File: config.mk
export PLATFORM = sky130hd
export DESIGN_NAME = pio_stall_wdt
export DESIGN_NICKNAME = d
export VERILOG_FILES = /design/src/rtl/pio_wdt_pkg.sv /design/src/rtl/wdt_stall_counter.sv /design/src/rtl/wdt_csr.sv /design/src/rtl/pio_stall_wdt.sv
export SDC_FILE = /design/constraint.sdc
export NUM_CORES = 1
export LEC_CHECK = 0
export ABC_CLOCK_PERIOD_IN_PS = 1550
export CORE_ASPECT_RATIO = 0.6
export CORE_MARGIN = 2
export CORE_UTILIZATION = 43
export CTS_CLUSTER_DIAMETER = 50
export DETAILED_ROUTE_END_ITERATION = 6
export DONT_BUFFER_PORTS = 1
export MAX_ROUTING_LAYER = met4
export PLACE_DENSITY_LB_ADDON = 0.12
export SYNTH_ARGS = -nofsm -noshare
export SYNTH_HDL_FRONTEND = slang
export SYNTH_SLANG_ARGS = --single-unit
export TNS_END_PERCENT = 5
File: constraint.sdc
create_clock -name clk -period 1.55 [get_ports clk]
set_input_delay 0.155 -clock clk [delete_from_list [all_inputs] [get_ports clk]]
set_output_delay 0.155 -clock clk [all_outputs]
set_load 0.02 [all_outputs]
File: src/rtl/pio_wdt_pkg.sv
package pio_wdt_pkg;
  localparam int CSR_W    = 32;
  localparam int BIT_DIRQ = 11;
  localparam int BIT_TOUT = 12;
  localparam int BIT_EN   = 13;
  localparam int BIT_IE   = 14;
endpackage

File: src/rtl/wdt_stall_counter.sv
module wdt_stall_counter #(
  parameter int TIMEOUT = 1000,
  localparam int CNT_W  = $clog2(TIMEOUT + 1)
) (
  input  logic clk,
  input  logic rst,
  input  logic en_i,
  input  logic busy_i,
  input  logic rdy_i,
  output logic hit_o,
  output logic force_o
);
  logic [CNT_W-1:0] cnt_q;
  logic             stalled;

  assign stalled = en_i && busy_i && !rdy_i;
  assign hit_o   = stalled && (cnt_q == CNT_W'(TIMEOUT - 1));

  always_ff @(posedge clk) begin
    if (rst) begin
      cnt_q   <= '0;
      force_o <= 1'b0;
    end else begin
      force_o <= hit_o;
      if (!stalled)
        cnt_q <= '0;
      else if (cnt_q != CNT_W'(TIMEOUT))
        cnt_q <= cnt_q + 1'b1;
    end
  end

  p_cnt_bound_r1: assert property (@(posedge clk) disable iff (rst)
    cnt_q <= CNT_W'(TIMEOUT));
  p_pulse_single_r3: assert property (@(posedge clk) disable iff (rst)
    force_o |=> !force_o);
  p_disabled_quiet_r6: assert property (@(posedge clk) disable iff (rst)
    !en_i |=> !force_o);
  p_ready_clears_r2: assert property (@(posedge clk) disable iff (rst)
    rdy_i |=> (cnt_q == '0));
endmodule

File: src/rtl/wdt_csr.sv
module wdt_csr
  import pio_wdt_pkg::*;
(
  input  logic             clk,
  input  logic             rst,
  input  logic             hit_i,
  input  logic             we_i,
  input  logic [CSR_W-1:0] wdata_i,
  input  logic             dev_irq_i,
  output logic [CSR_W-1:0] rdata_o,
  output logic             en_o,
  output logic             irq_o
);
  logic sts_q, ie_q, dirq_q;
  logic sts_n, ie_n, clr;
  logic unused_wbits;

  assign unused_wbits = ^{wdata_i[CSR_W-1:BIT_IE+1], wdata_i[BIT_TOUT-1:0]};
  assign clr   = we_i && wdata_i[BIT_TOUT];
  assign sts_n = hit_i || (sts_q && !clr);
  assign ie_n  = we_i ? wdata_i[BIT_IE] : ie_q;

  always_ff @(posedge clk) begin
    if (rst) begin
      sts_q  <= 1'b0;
      ie_q   <= 1'b0;
      en_o   <= 1'b0;
      dirq_q <= 1'b0;
      irq_o  <= 1'b0;
    end else begin
      sts_q  <= sts_n;
      ie_q   <= ie_n;
      dirq_q <= dev_irq_i;
      irq_o  <= sts_n && ie_n;
      if (we_i) en_o <= wdata_i[BIT_EN];
    end
  end

  always_comb begin
    rdata_o           = '0;
    rdata_o[BIT_DIRQ] = dirq_q;
    rdata_o[BIT_TOUT] = sts_q;
    rdata_o[BIT_EN]   = en_o;
    rdata_o[BIT_IE]   = ie_q;
  end

  p_w0_keep_r5: assert property (@(posedge clk) disable iff (rst)
    (sts_q && !(we_i && wdata_i[BIT_TOUT])) |=> sts_q);
  p_hit_wins_r5: assert property (@(posedge clk) disable iff (rst)
    hit_i |=> sts_q);
  p_irq_drop_r7: assert property (@(posedge clk) disable iff (rst)
    $fell(irq_o) |-> (!sts_q || !ie_q));
endmodule

File: src/rtl/pio_stall_wdt.sv
module pio_stall_wdt
  import pio_wdt_pkg::*;
#(
  parameter int TIMEOUT = 1000
) (
  input  logic             clk,
  input  logic             rst,
  input  logic             acc_busy_i,
  input  logic             dev_rdy_i,
  input  logic             dev_irq_i,
  input  logic             csr_we_i,
  input  logic [CSR_W-1:0] csr_wdata_i,
  output logic [CSR_W-1:0] csr_rdata_o,
  output logic             force_done_o,
  output logic             data_bad_o,
  output logic             irq_o
);
  logic wd_en, hit;

  wdt_stall_counter #(.TIMEOUT(TIMEOUT)) u_cnt (
    .clk     (clk),
    .rst     (rst),
    .en_i    (wd_en),
    .busy_i  (acc_busy_i),
    .rdy_i   (dev_rdy_i),
    .hit_o   (hit),
    .force_o (force_done_o)
  );

  wdt_csr u_csr (
    .clk       (clk),
    .rst       (rst),
    .hit_i     (hit),
    .we_i      (csr_we_i),
    .wdata_i   (csr_wdata_i),
    .dev_irq_i (dev_irq_i),
    .rdata_o   (csr_rdata_o),
    .en_o      (wd_en),
    .irq_o     (irq_o)
  );

  always_ff @(posedge clk) begin
    if (rst) data_bad_o <= 1'b0;
    else     data_bad_o <= acc_busy_i && (data_bad_o || hit);
  end

  p_bad_on_force_r4: assert property (@(posedge clk) disable iff (rst)
    force_done_o |-> data_bad_o);
  p_sts_on_force_r5: assert property (@(posedge clk) disable iff (rst)
    force_done_o |-> csr_rdata_o[BIT_TOUT]);
  p_bad_ends_r4: assert property (@(posedge clk) disable iff (rst)
    !acc_busy_i |=> !data_bad_o);
endmodule

==> key figures, run 1 <==
Run status
  • Outcome: completed

Layout
  • ANT cells: 0
  • Synth-to-Final Area Change: 0.129%
  • Share of cells above drive strength 1: 11.2%
  • Non-Filler Instances: 146
  • Final nets: 157

Synth
  • Yosys cell types: 26
  • Synth top area share: 35.1%
  • Most common cell in the netlist: buf_4
  • Main flop type after synthesis: dfxtp_1
  • Register area share after synthesis: 35.1%
  • Avg Cell Area, Syn: 8.67 um^2
  • EDFF count, synth: 0
  • Cell area after synthesis: 971 um^2
  • Yosys warning total: 0
  • Yosys top cell by area: dfxtp_1
  • Cells after Synth: 112
  • Most frequent cells after synthesis: 32 x buf_4, 17 x dfxtp_1, 11 x nand2_1
  • Register bit total from synthesis: 17
  • Top cells by area, synth: dfxtp_1 35%, buf_4 25%, nand2_1 4.3%
  • Synth async-reset ratio: 0%

STA
  • Skew final: 0.00394 ns
  • Final worst path period share: 95.5%
  • Setup-failing EPs final: 0
  • FMAX: 675 MHz
  • Final Hold Fails: 0
  • RSZ-0062 raised after global routing: no
  • Worst setup margin: 0.0695 ns
  • Post-Route Setup TNS: 0 ns
  • Tmin final: 1.48 ns
  • Final-report max-slew violation count: 0

Place
  • RePlAce Congestion: 0.661
  • Pre-CTS WS: 0.0802 ns
  • Port Buf Inserts: 0
  • DP Cell Count: 141
  • Detail Placement HPWL: 1200 um

Setup path
  • Critical Path AT: 1.66 ns
  • WP depth: 3
  • Critical path peak fanout: 10
  • Setup crit end: u_cnt.cnt_q[7]$_SDFFE_PP0P_
  • Worst r2r path cells: 3
  • Reg2reg start: u_cnt.cnt_q[2]$_SDFFE_PP0P_
  • CP startpoint kind: flop
  • Slowest cell on crit path: or4_1
  • Crit. End Element: flop
  • Worst setup path start: u_cnt.cnt_q[2]$_SDFFE_PP0P_
  • WP data required: 1.73 ns
  • Largest stage delay, worst path: 0.55 ns
  • R2R Setup Slk: 0.07 ns
  • Buf+Inv Stages, Crit Path: 0
  • Critical Path, Cell by Cell: nand3_2 -> or4_1 -> a21oi_1
  • Worst reg2reg endpoint: u_cnt.cnt_q[7]$_SDFFE_PP0P_
  • Crit path max-delay family: simple AND/OR/NAND/NOR gates
  • Crit Path Class: flop to flop

GRT
  • All-Layer GR Usage: 12.8%
  • First-pass GRT wire length: 2350 um
  • Gr ovfl total: 0
  • Largest net degree at the start of global routing: 11
  • Vias in the first global route: 494
  • Initial antenna violation count: 0

Pwr
  • Maximum VDD drop: 0.000345 V
  • Power Density: 880 nW/um^2
  • P_leak: 0.358 nW

Clock tree
  • TritonCTS clock tree: built
  • Root Driver: clkbuf_8
  • Post-CTS setup buffer count: 0
  • Num CTS Buffers: 3
  • Clk_lat worst skew: 0.25 ns
  • Clock H-tree levels: 1
  • Worst-path clk slew: 0.07 ns
  • Clock sink total: 17
  • CTS Buffer Depth: 2

Floorplanning
  • Die Area: 2670 um^2
  • IO Pins: 73
  • Core footprint: 2150 um^2
  • Die Width: 65.3 um
  • # rows: 13
  • Initial core utilization: 45.2%
  • Die Ht: 40.8 um

Drt
  • Drt total wl: 1580 um
  • TritonRoute pass-1 iters: 4
  • Vias: 650
  • Final ANT Viol Nets: 0
  • Post-DR wirelength/cell: 10.8 um
  • DRT iter0 DRCs: 28
  • Final routed DRC violation total: 0
  • Vias per cell: 4.45

Flow run
  • Max-cap violations: 0

Hold path
  • Hold crit path type: input pin to flop
## how the worst min path moves through the flow
stage                                    to  startpoint  cells past startpoint
CTS                   data_bad_o$_SDFF_PP0_  acc_busy_i                      2
finish                data_bad_o$_SDFF_PP0_  acc_busy_i                      2
global placement     u_csr.sts_q$_SDFF_PP0_         rst                      1
floorplan            u_csr.sts_q$_SDFF_PP0_         rst                      1
global route        u_csr.dirq_q$_SDFF_PP0_   dev_irq_i                      1
detailed placement   u_csr.sts_q$_SDFF_PP0_         rst                      1
## cell usage in the layout, fill, tap and decap left out, types with 2 or more instances in the layout
| master | Yosys | final |
|---|---|---|
| a21oi_1 | 7 | 7 |
| buf_4 | 32 | 5 |
| clkbuf_8 | 0 | 3 |
| conb_1 | 1 | 28 |
| dfxtp_1 | 17 | 17 |
| ha_1 | 2 | 2 |
| inv_1 | 3 | 3 |
| mux2i_1 | 4 | 4 |
| nand2_1 | 11 | 11 |
| nand2b_1 | 2 | 2 |
| nand3_1 | 2 | 2 |
| nand3b_1 | 4 | 4 |
| nor2_1 | 4 | 4 |
| o21ai_0 | 3 | 3 |
| o31ai_1 | 3 | 3 |
| or3_1 | 2 | 2 |
| or4_1 | 4 | 3 |
| xor2_1 | 2 | 2 |
## logic make-up after synthesis
logic type / synth area share (%)
AOI/OAI and AO/OA: 8.25
xor gates and xnor gates: 1.80
adders and majority gates: 2.58
buffers and inverters: 26.3
DFF: 35.1
muxes: 4.12
other: 0.386
and+or+nand+nor: 21.5
## area by class of cell
cell class | instances | area [um^2]
multi-input cells | 86 | 489
well taps | 30 | 37.5
clock inverters | 1 | 5.00
inverters | 3 | 11.3
repair buffers | 6 | 47.5
fillers | 212 | 1170
flip-flops and latches | 17 | 340
clock buffers | 3 | 41.3
## per-stage QoR
step                      utilization (%)  hold slack [ns]  power [mW]  cell area [um^2]
after global placement               42.1            0.228       0.535               903
after CTS                            44.7           0.0294       0.865               960
after floorplan                         -            0.224       0.590              1070
final                                45.3           0.0353       0.856               972
after detailed placement             42.1            0.227       0.535               903
after global routing                 45.3           0.0394       0.902               972
## power breakdown
group | leakage, nW | switching (mW) | internal, mW
clock network | 0.0255 | 0.148 | 0.178
logic | 0.195 | 0.0701 | 0.0118
registers | 0.138 | 0.00597 | 0.442
total | 0.358 | 0.224 | 0.632
## worst register-to-register path, delay by kind of cell (launching register included)
| family | cells | cell delay, ns |
|---|---|---|
| DFF | 1 | 0.49 |
| and+or+nand+nor | 2 | 0.78 |
| AOI/OAI and AO/OA | 1 | 0.14 |
## registers in the layout, summed over array words and instances (netlist names)
register       flops
u_cnt.force_o      1
data_bad_o         1
u_csr.dirq_q       1
u_csr.irq_o        1
u_csr.ie_q         1
u_cnt.cnt_q       10
u_csr.en_o         1
u_csr.sts_q        1
## what timing repair did
action | in CTS | in global routing
endpoints found under the hold margin | 4 | 0
hold buffers | 1 | 0
setup endpoints to repair | 0 | 2
gates resized for setup | 0 | 2
## per-layer routing
| layer | vias to the layer above | routed length, um | global-route usage [%] |
|---|---|---|---|
| met5 | - | 0 | - |
| met4 | 0 | 19 | 6.25 |
| met3 | 2 | 115 | 5.22 |
| met2 | 32 | 652 | 18.6 |
| met1 | 286 | 793 | 15.6 |
| li1 | 330 | - | - |
No activity file was read; power rests on OpenSTA's default activity.
==> run 2, diff against run 1 <==
- BUFFER_PORTS_ARGS: unset -> -buffer_cell sky130_fd_sc_hd__buf_2
- CORE_UTILIZATION: 43 -> 39
- DONT_BUFFER_PORTS: 1 -> unset
- TNS_END_PERCENT: 5 -> unset
==> run 2 against run 1 <==
  * Cell area grew 4.9%
  * Clock skew shrank 0.0026 ns
  * Combinational power grew 19%
  * Maximum frequency grew 4.1%
  * Sequential share of layout area shrank 1.5 points
  * Final cell count grew 8.9%
  * Clock power shrank 2%
  * Sequential cell count is the same
  * Core utilization shrank 0.18 points
  * Critical endpoint is now u_cnt.cnt_q[0]$_SDFFE_PP0P_
  * Largest cell class unchanged
  * Largest power group unchanged
==> key figures, run 2 (same netlist as run 1, synthesis figures left out) <==
Run status
  • Outcome: completed

Setup path
  • Buf+Inv Stages, Crit Path: 2 (+2)
  • CP startpoint kind: flop
  • Critical path peak fanout: 4 (-6)
  • Slowest cell on crit path: nor4_2
  • R2R Setup Slk: 0.13 ns (+0.06 ns)
  • WP data required: 1.73 ns (about the same)
  • Crit. End Element: flop
  • Critical Path AT: 1.60 ns (-0.06 ns)
  • Crit Path Class: flop to flop
  • Crit path max-delay family: simple AND/OR/NAND/NOR gates
  • Largest stage delay, worst path: 0.36 ns (-0.19 ns)
  • Critical Path, Cell by Cell: buf_4 -> inv_1 -> ha_1 -> nand2_1 -> nor4_2 -> mux2i_1

Clock tree
  • Clock H-tree levels: 1 (unchanged)
  • TritonCTS clock tree: built
  • CTS Hold Bufs: 0 (-1)
  • Worst-path clk slew: 0.06 ns (about the same)
  • CTS Buffer Depth: 2 (unchanged)
  • Clk_lat worst skew: 0.25 ns (about the same)
  • Post-CTS setup buffer count: 0 (unchanged)
  • Clock sink total: 17 (unchanged)
  • Root Driver: clkbuf_8
  • Post-CTS Resized: 0 (unchanged)
  • Num CTS Buffers: 3 (unchanged)

STA
  • Final Hold Fails: 0 (unchanged)
  • Post-Route Setup TNS: 0 ns (unchanged)
  • FMAX: 703 MHz (+4.1%)
  • Skew final: 0.00135 ns (-0.00259 ns)
  • Final-report max-slew violation count: 0 (unchanged)
  • Tmin final: 1.42 ns (-0.0588 ns)
  • Final worst path period share: 91.7% (-3.8 points)
  • Setup-failing EPs final: 0 (unchanged)
  • RSZ-0062 raised after global routing: no

Pwr
  • Tot Pwr: 0.863 mW (+0.81%)
  • Maximum VDD drop: 0.000380 V (+10%)
  • P_leak: 0.410 nW (+15%)
  • Power Density: 846 nW/um^2 (-3.9%)

GRT
  • Largest net degree at the start of global routing: 11 (unchanged)
  • Initial antenna violation count: 0 (unchanged)
  • Gr ovfl total: 0 (unchanged)
  • First-pass GRT wire length: 2300 um (-1.8%)
  • Vias in the first global route: 537 (+8.7%)
  • All-Layer GR Usage: 11.1% (-1.7 points)

Floorplanning
  • # rows: 13 (unchanged)
  • Initial core utilization: 42.9% (-2.3 points)
  • Core footprint: 2260 um^2 (+5.3%)
  • Die Area: 2920 um^2 (+9.4%)
  • Die Ht: 42.7 um (+4.5%)
  • IO Pins: 73 (unchanged)
  • Die Width: 68.4 um (+4.7%)

Layout
  • Register name with the most flops: u_cnt.cnt_q
  • Max FFs per register: 10 (unchanged)
  • Commonest cells after routing, fill and taps aside: 28 x conb_1, 16 x dfxtp_1, 15 x buf_2
  • ANT cells: 0 (unchanged)
  • Final nets: 170 (+8.3%)
  • Share of cells above drive strength 1: 20.9% (+9.7 points)
  • Non-Filler Instances: 159 (+8.9%)
  • Synth-to-Final Area Change: 5.03%
  • Commonest non-fill, non-tap cell in the layout: conb_1

Place
  • DP Cell Count: 155 (+9.9%)
  • Port Buf Inserts: 15 (+15)
  • RePlAce Congestion: 0.746 (+13%)
  • Detail Placement HPWL: 1210 um (+0.56%)

Drt
  • Vias per cell: 4.32 (-2.9%)
  • Post-DR wirelength/cell: 9.36 um (-14%)
  • DRT iter0 DRCs: 23 (-18%)
  • Drt total wl: 1490 um (-5.9%)
  • TritonRoute pass-1 iters: 4 (unchanged)
  • Final routed DRC violation total: 0 (unchanged)
  • Vias: 687 (+5.7%)
  • Final ANT Viol Nets: 0 (unchanged)

Flow run
  • Max-cap violations: 0 (unchanged)

Hold path
  • Hold crit path type: input pin to flop
-- run 2: area by class of cell --
class,instances,area [um^2]
Inverter,3,11.3
Multi-Input combinational cell,86,479
Sequential cell,17,342
Clock buffer,4,45.0
Fill cell,222,1240
Tap cell,30,37.5
Timing Repair Buffer,19,105
-- run 2: per-stage QoR --
| stage | instance area (um^2) | util (%) | worst slack (ns) | hold WS (ns) |
|---|---|---|---|---|
| 3_3_place_gp | 971 | 42.9 | 0.103 | 0.367 |
| 3_5_place_dp | 971 | 42.9 | 0.0968 | 0.373 |
| 5_1_grt | 1020 | 45.1 | 0.00848 | 0.126 |
| 2_1_floorplan | 1070 | - | 0.240 | 0.224 |
| 4_1_cts | 1020 | 44.9 | 0.0846 | 0.112 |
| 6_report | 1020 | 45.1 | 0.128 | 0.120 |
-- run 2: worst register-to-register path: cells and delay by family (launching register included) --
| kind | cells | cell delay [ns] |
|---|---|---|
| flops | 1 | 0.31 |
| simple gates | 2 | 0.43 |
| fa+ha+maj | 1 | 0.16 |
| buf+inv | 2 | 0.21 |
| mux | 1 | 0.25 |
-- run 2: layer usage --
layer	GRT usage (%)	vias up	share of wire (%)
met5	-	-	0
li1	-	357	-
met2	14.0	31	39
met1	15.1	295	52
met3	4.77	4	7.0
met4	4.80	0	1.7
-- run 2: power by group --
part           internal, mW  switching (mW)  total (mW)
sequential            0.442         0.00234       0.444
clock                 0.182           0.139       0.321
combinational        0.0180          0.0793      0.0973
-- run 2: final timing paths --
path | start | to | depth (start not counted)
setup / recovery | u_cnt.cnt_q[0]$_SDFFE_PP0P_ | u_cnt.cnt_q[0]$_SDFFE_PP0P_ | 6
hold / removal | dev_irq_i | u_csr.dirq_q$_SDFF_PP0_ | 2
setup reg to reg | u_cnt.cnt_q[0]$_SDFFE_PP0P_ | u_cnt.cnt_q[0]$_SDFFE_PP0P_ | 6
hold reg to reg | data_bad_o$_SDFF_PP0_ | data_bad_o$_SDFF_PP0_ | 2
==> run 3, diff against run 2 <==
- RECOVER_POWER: unset -> 50
==> run 3 against run 2 <==
  * Clock skew barely moved
  * Clock-buffer cell count did not move
  * Critical endpoint unchanged
  * Clock power barely moved
  * Hold slack barely moved
  * Setup slack barely moved
  * Critical path depth did not move
  * Sequential cell count did not move
  * Non-clock buffer count did not move
  * Via count rose by 0.15%
  * Global-route usage did not move
  * Largest cell class unchanged
  * First-iteration DRC count fell by 13%
  * Total power fell by 0.35%
==> key figures, run 3 (same netlist as run 1, synthesis figures left out) <==
Run status
  • Outcome: completed

Clock tree
  • Clk_lat worst skew: 0.25 ns (about the same)
  • Clock H-tree levels: 1 (unchanged)
  • Root Driver: clkbuf_8
  • TritonCTS clock tree: built
  • CTS Hold Bufs: 0 (unchanged)
  • Post-CTS setup buffer count: 0 (unchanged)
  • Num CTS Buffers: 3 (unchanged)
  • Clock sink total: 17 (unchanged)
  • Worst-path clk slew: 0.06 ns (about the same)
  • CTS Buffer Depth: 2 (unchanged)

Hold path
  • Hold crit path type: input pin to flop
  • Worst hold stages: 2 (unchanged)

Drt
  • Drt total wl: 1490 um (unchanged)
  • Vias: 688 (+0.15%)
  • Final ANT Viol Nets: 0 (unchanged)
  • Vias per cell: 4.33 (+0.15%)
  • Post-DR wirelength/cell: 9.36 um (unchanged)
  • DRT iter0 DRCs: 20 (-13%)
  • TritonRoute pass-1 iters: 4 (unchanged)
  • Final routed DRC violation total: 0 (unchanged)

Floorplanning
  • Core footprint: 2260 um^2 (unchanged)
  • Initial core utilization: 42.9% (unchanged)
  • Die Ht: 42.7 um (unchanged)
  • IO Pins: 73 (unchanged)
  • Die Area: 2920 um^2 (unchanged)
  • Die Width: 68.4 um (unchanged)
  • # rows: 13 (unchanged)

Layout
  • Final instance area: 1010 um^2 (-0.98%)
  • Max FFs per register: 10 (unchanged)
  • Share of cells above drive strength 1: 14.0% (-7.0 points)
  • Synth-to-Final Area Change: 4.00%
  • Commonest non-fill, non-tap cell in the layout: conb_1
  • Commonest cells after routing, fill and taps aside: 28 x conb_1, 16 x dfxtp_1, 11 x nand2_1
  • Fillers: 223 (+0.45%)
  • Register name with the most flops: u_cnt.cnt_q
  • Final nets: 170 (unchanged)
  • ANT cells: 0 (unchanged)

Setup path
  • Largest stage delay, worst path: 0.36 ns (about the same)
  • Crit. End Element: flop
  • WP data required: 1.73 ns (about the same)
  • Critical path peak fanout: 4 (unchanged)
  • Critical Path AT: 1.60 ns (about the same)
  • Crit Path Class: flop to flop
  • Critical Path, Cell by Cell: buf_4 -> inv_1 -> ha_1 -> nand2_1 -> nor4_2 -> mux2i_1
  • WP depth: 6 (unchanged)
  • Buf+Inv Stages, Crit Path: 2 (unchanged)
  • CP startpoint kind: flop
  • Slowest cell on crit path: nor4_2
  • Crit path max-delay family: simple AND/OR/NAND/NOR gates
  • Worst r2r path cells: 6 (unchanged)

Place
  • Port Buf Inserts: 15 (unchanged)
  • Area after DPL: 971 um^2 (unchanged)
  • RePlAce Congestion: 0.746 (unchanged)
  • Pre-CTS WS: 0.0968 ns (unchanged)
  • Detail Placement HPWL: 1210 um (unchanged)

GRT
  • Largest net degree at the start of global routing: 11 (unchanged)
  • Gr ovfl total: 0 (unchanged)
  • First-pass GRT wire length: 2300 um (unchanged)
  • Initial antenna violation count: 0 (unchanged)
  • All-Layer GR Usage: 11.1% (unchanged)
  • Vias in the first global route: 537 (unchanged)

STA
  • Worst setup margin: 0.128 ns (+0.000139 ns)
  • Final worst path period share: 91.7% (about the same)
  • RSZ-0062 raised after global routing: no
  • Tmin final: 1.42 ns (-0.000139 ns)
  • Post-Route Setup TNS: 0 ns (unchanged)
  • Setup-failing EPs final: 0 (unchanged)
  • FMAX: 703 MHz (about the same)
  • Final Hold Fails: 0 (unchanged)
  • Skew final: 0.00107 ns (-0.000273 ns)
  • Final-report max-slew violation count: 0 (unchanged)

Pwr
  • Maximum VDD drop: 0.000378 V (-0.40%)
  • P_leak: 0.378 nW (-7.8%)
  • Power Density: 851 nW/um^2 (+0.64%)
  • Tot Pwr: 0.860 mW (-0.35%)

Flow run
  • Max-cap violations: 0 (unchanged)
[run 3: final timing paths]
check	from	to	slack [ns]
max	u_cnt.cnt_q[0]$_SDFFE_PP0P_	u_cnt.cnt_q[0]$_SDFFE_PP0P_	0.13
min	dev_irq_i	u_csr.dirq_q$_SDFF_PP0_	0.12
max reg2reg	u_cnt.cnt_q[0]$_SDFFE_PP0P_	u_cnt.cnt_q[0]$_SDFFE_PP0P_	0.13
min reg2reg	data_bad_o$_SDFF_PP0_	data_bad_o$_SDFF_PP0_	0.45
[run 3: where the power goes]
group,internal [mW],switching [mW]
Clock,0.182,0.138
Sequential,0.442,0.00253
Combinational,0.0163,0.0793
[run 3: stage by stage]
stage	util (%)	instances	hold slack [ns]
5_1_grt	44.7	159	0.126
2_1_floorplan	-	139	0.224
6_report	44.7	159	0.121
3_5_place_dp	42.9	155	0.373
3_3_place_gp	42.9	155	0.367
4_1_cts	44.9	159	0.112
[run 3: cell type report]
type / count / area [um^2] / area share (%)
Sequential cell: 17 / 342 / 33.8
Tap cell: 30 / 37.5 / 3.72
Timing Repair Buffer: 19 / 95.1 / 9.42
Multi-Input combinational cell: 86 / 479 / 47.5
Clock buffer: 4 / 45.0 / 4.46
Inverter: 3 / 11.3 / 1.12
[run 3: layer usage]
metal | track usage [%] | wire length, um
met2 | 14.0 | 581
met1 | 15.1 | 776
met4 | 4.80 | 25
met5 | - | 0
met3 | 4.77 | 105
[run 3: what timing repair did]
item                                   CTS  global route
endpoints found under the hold margin    0             0
gates resized for setup                  0             2
setup endpoints to repair                0             3
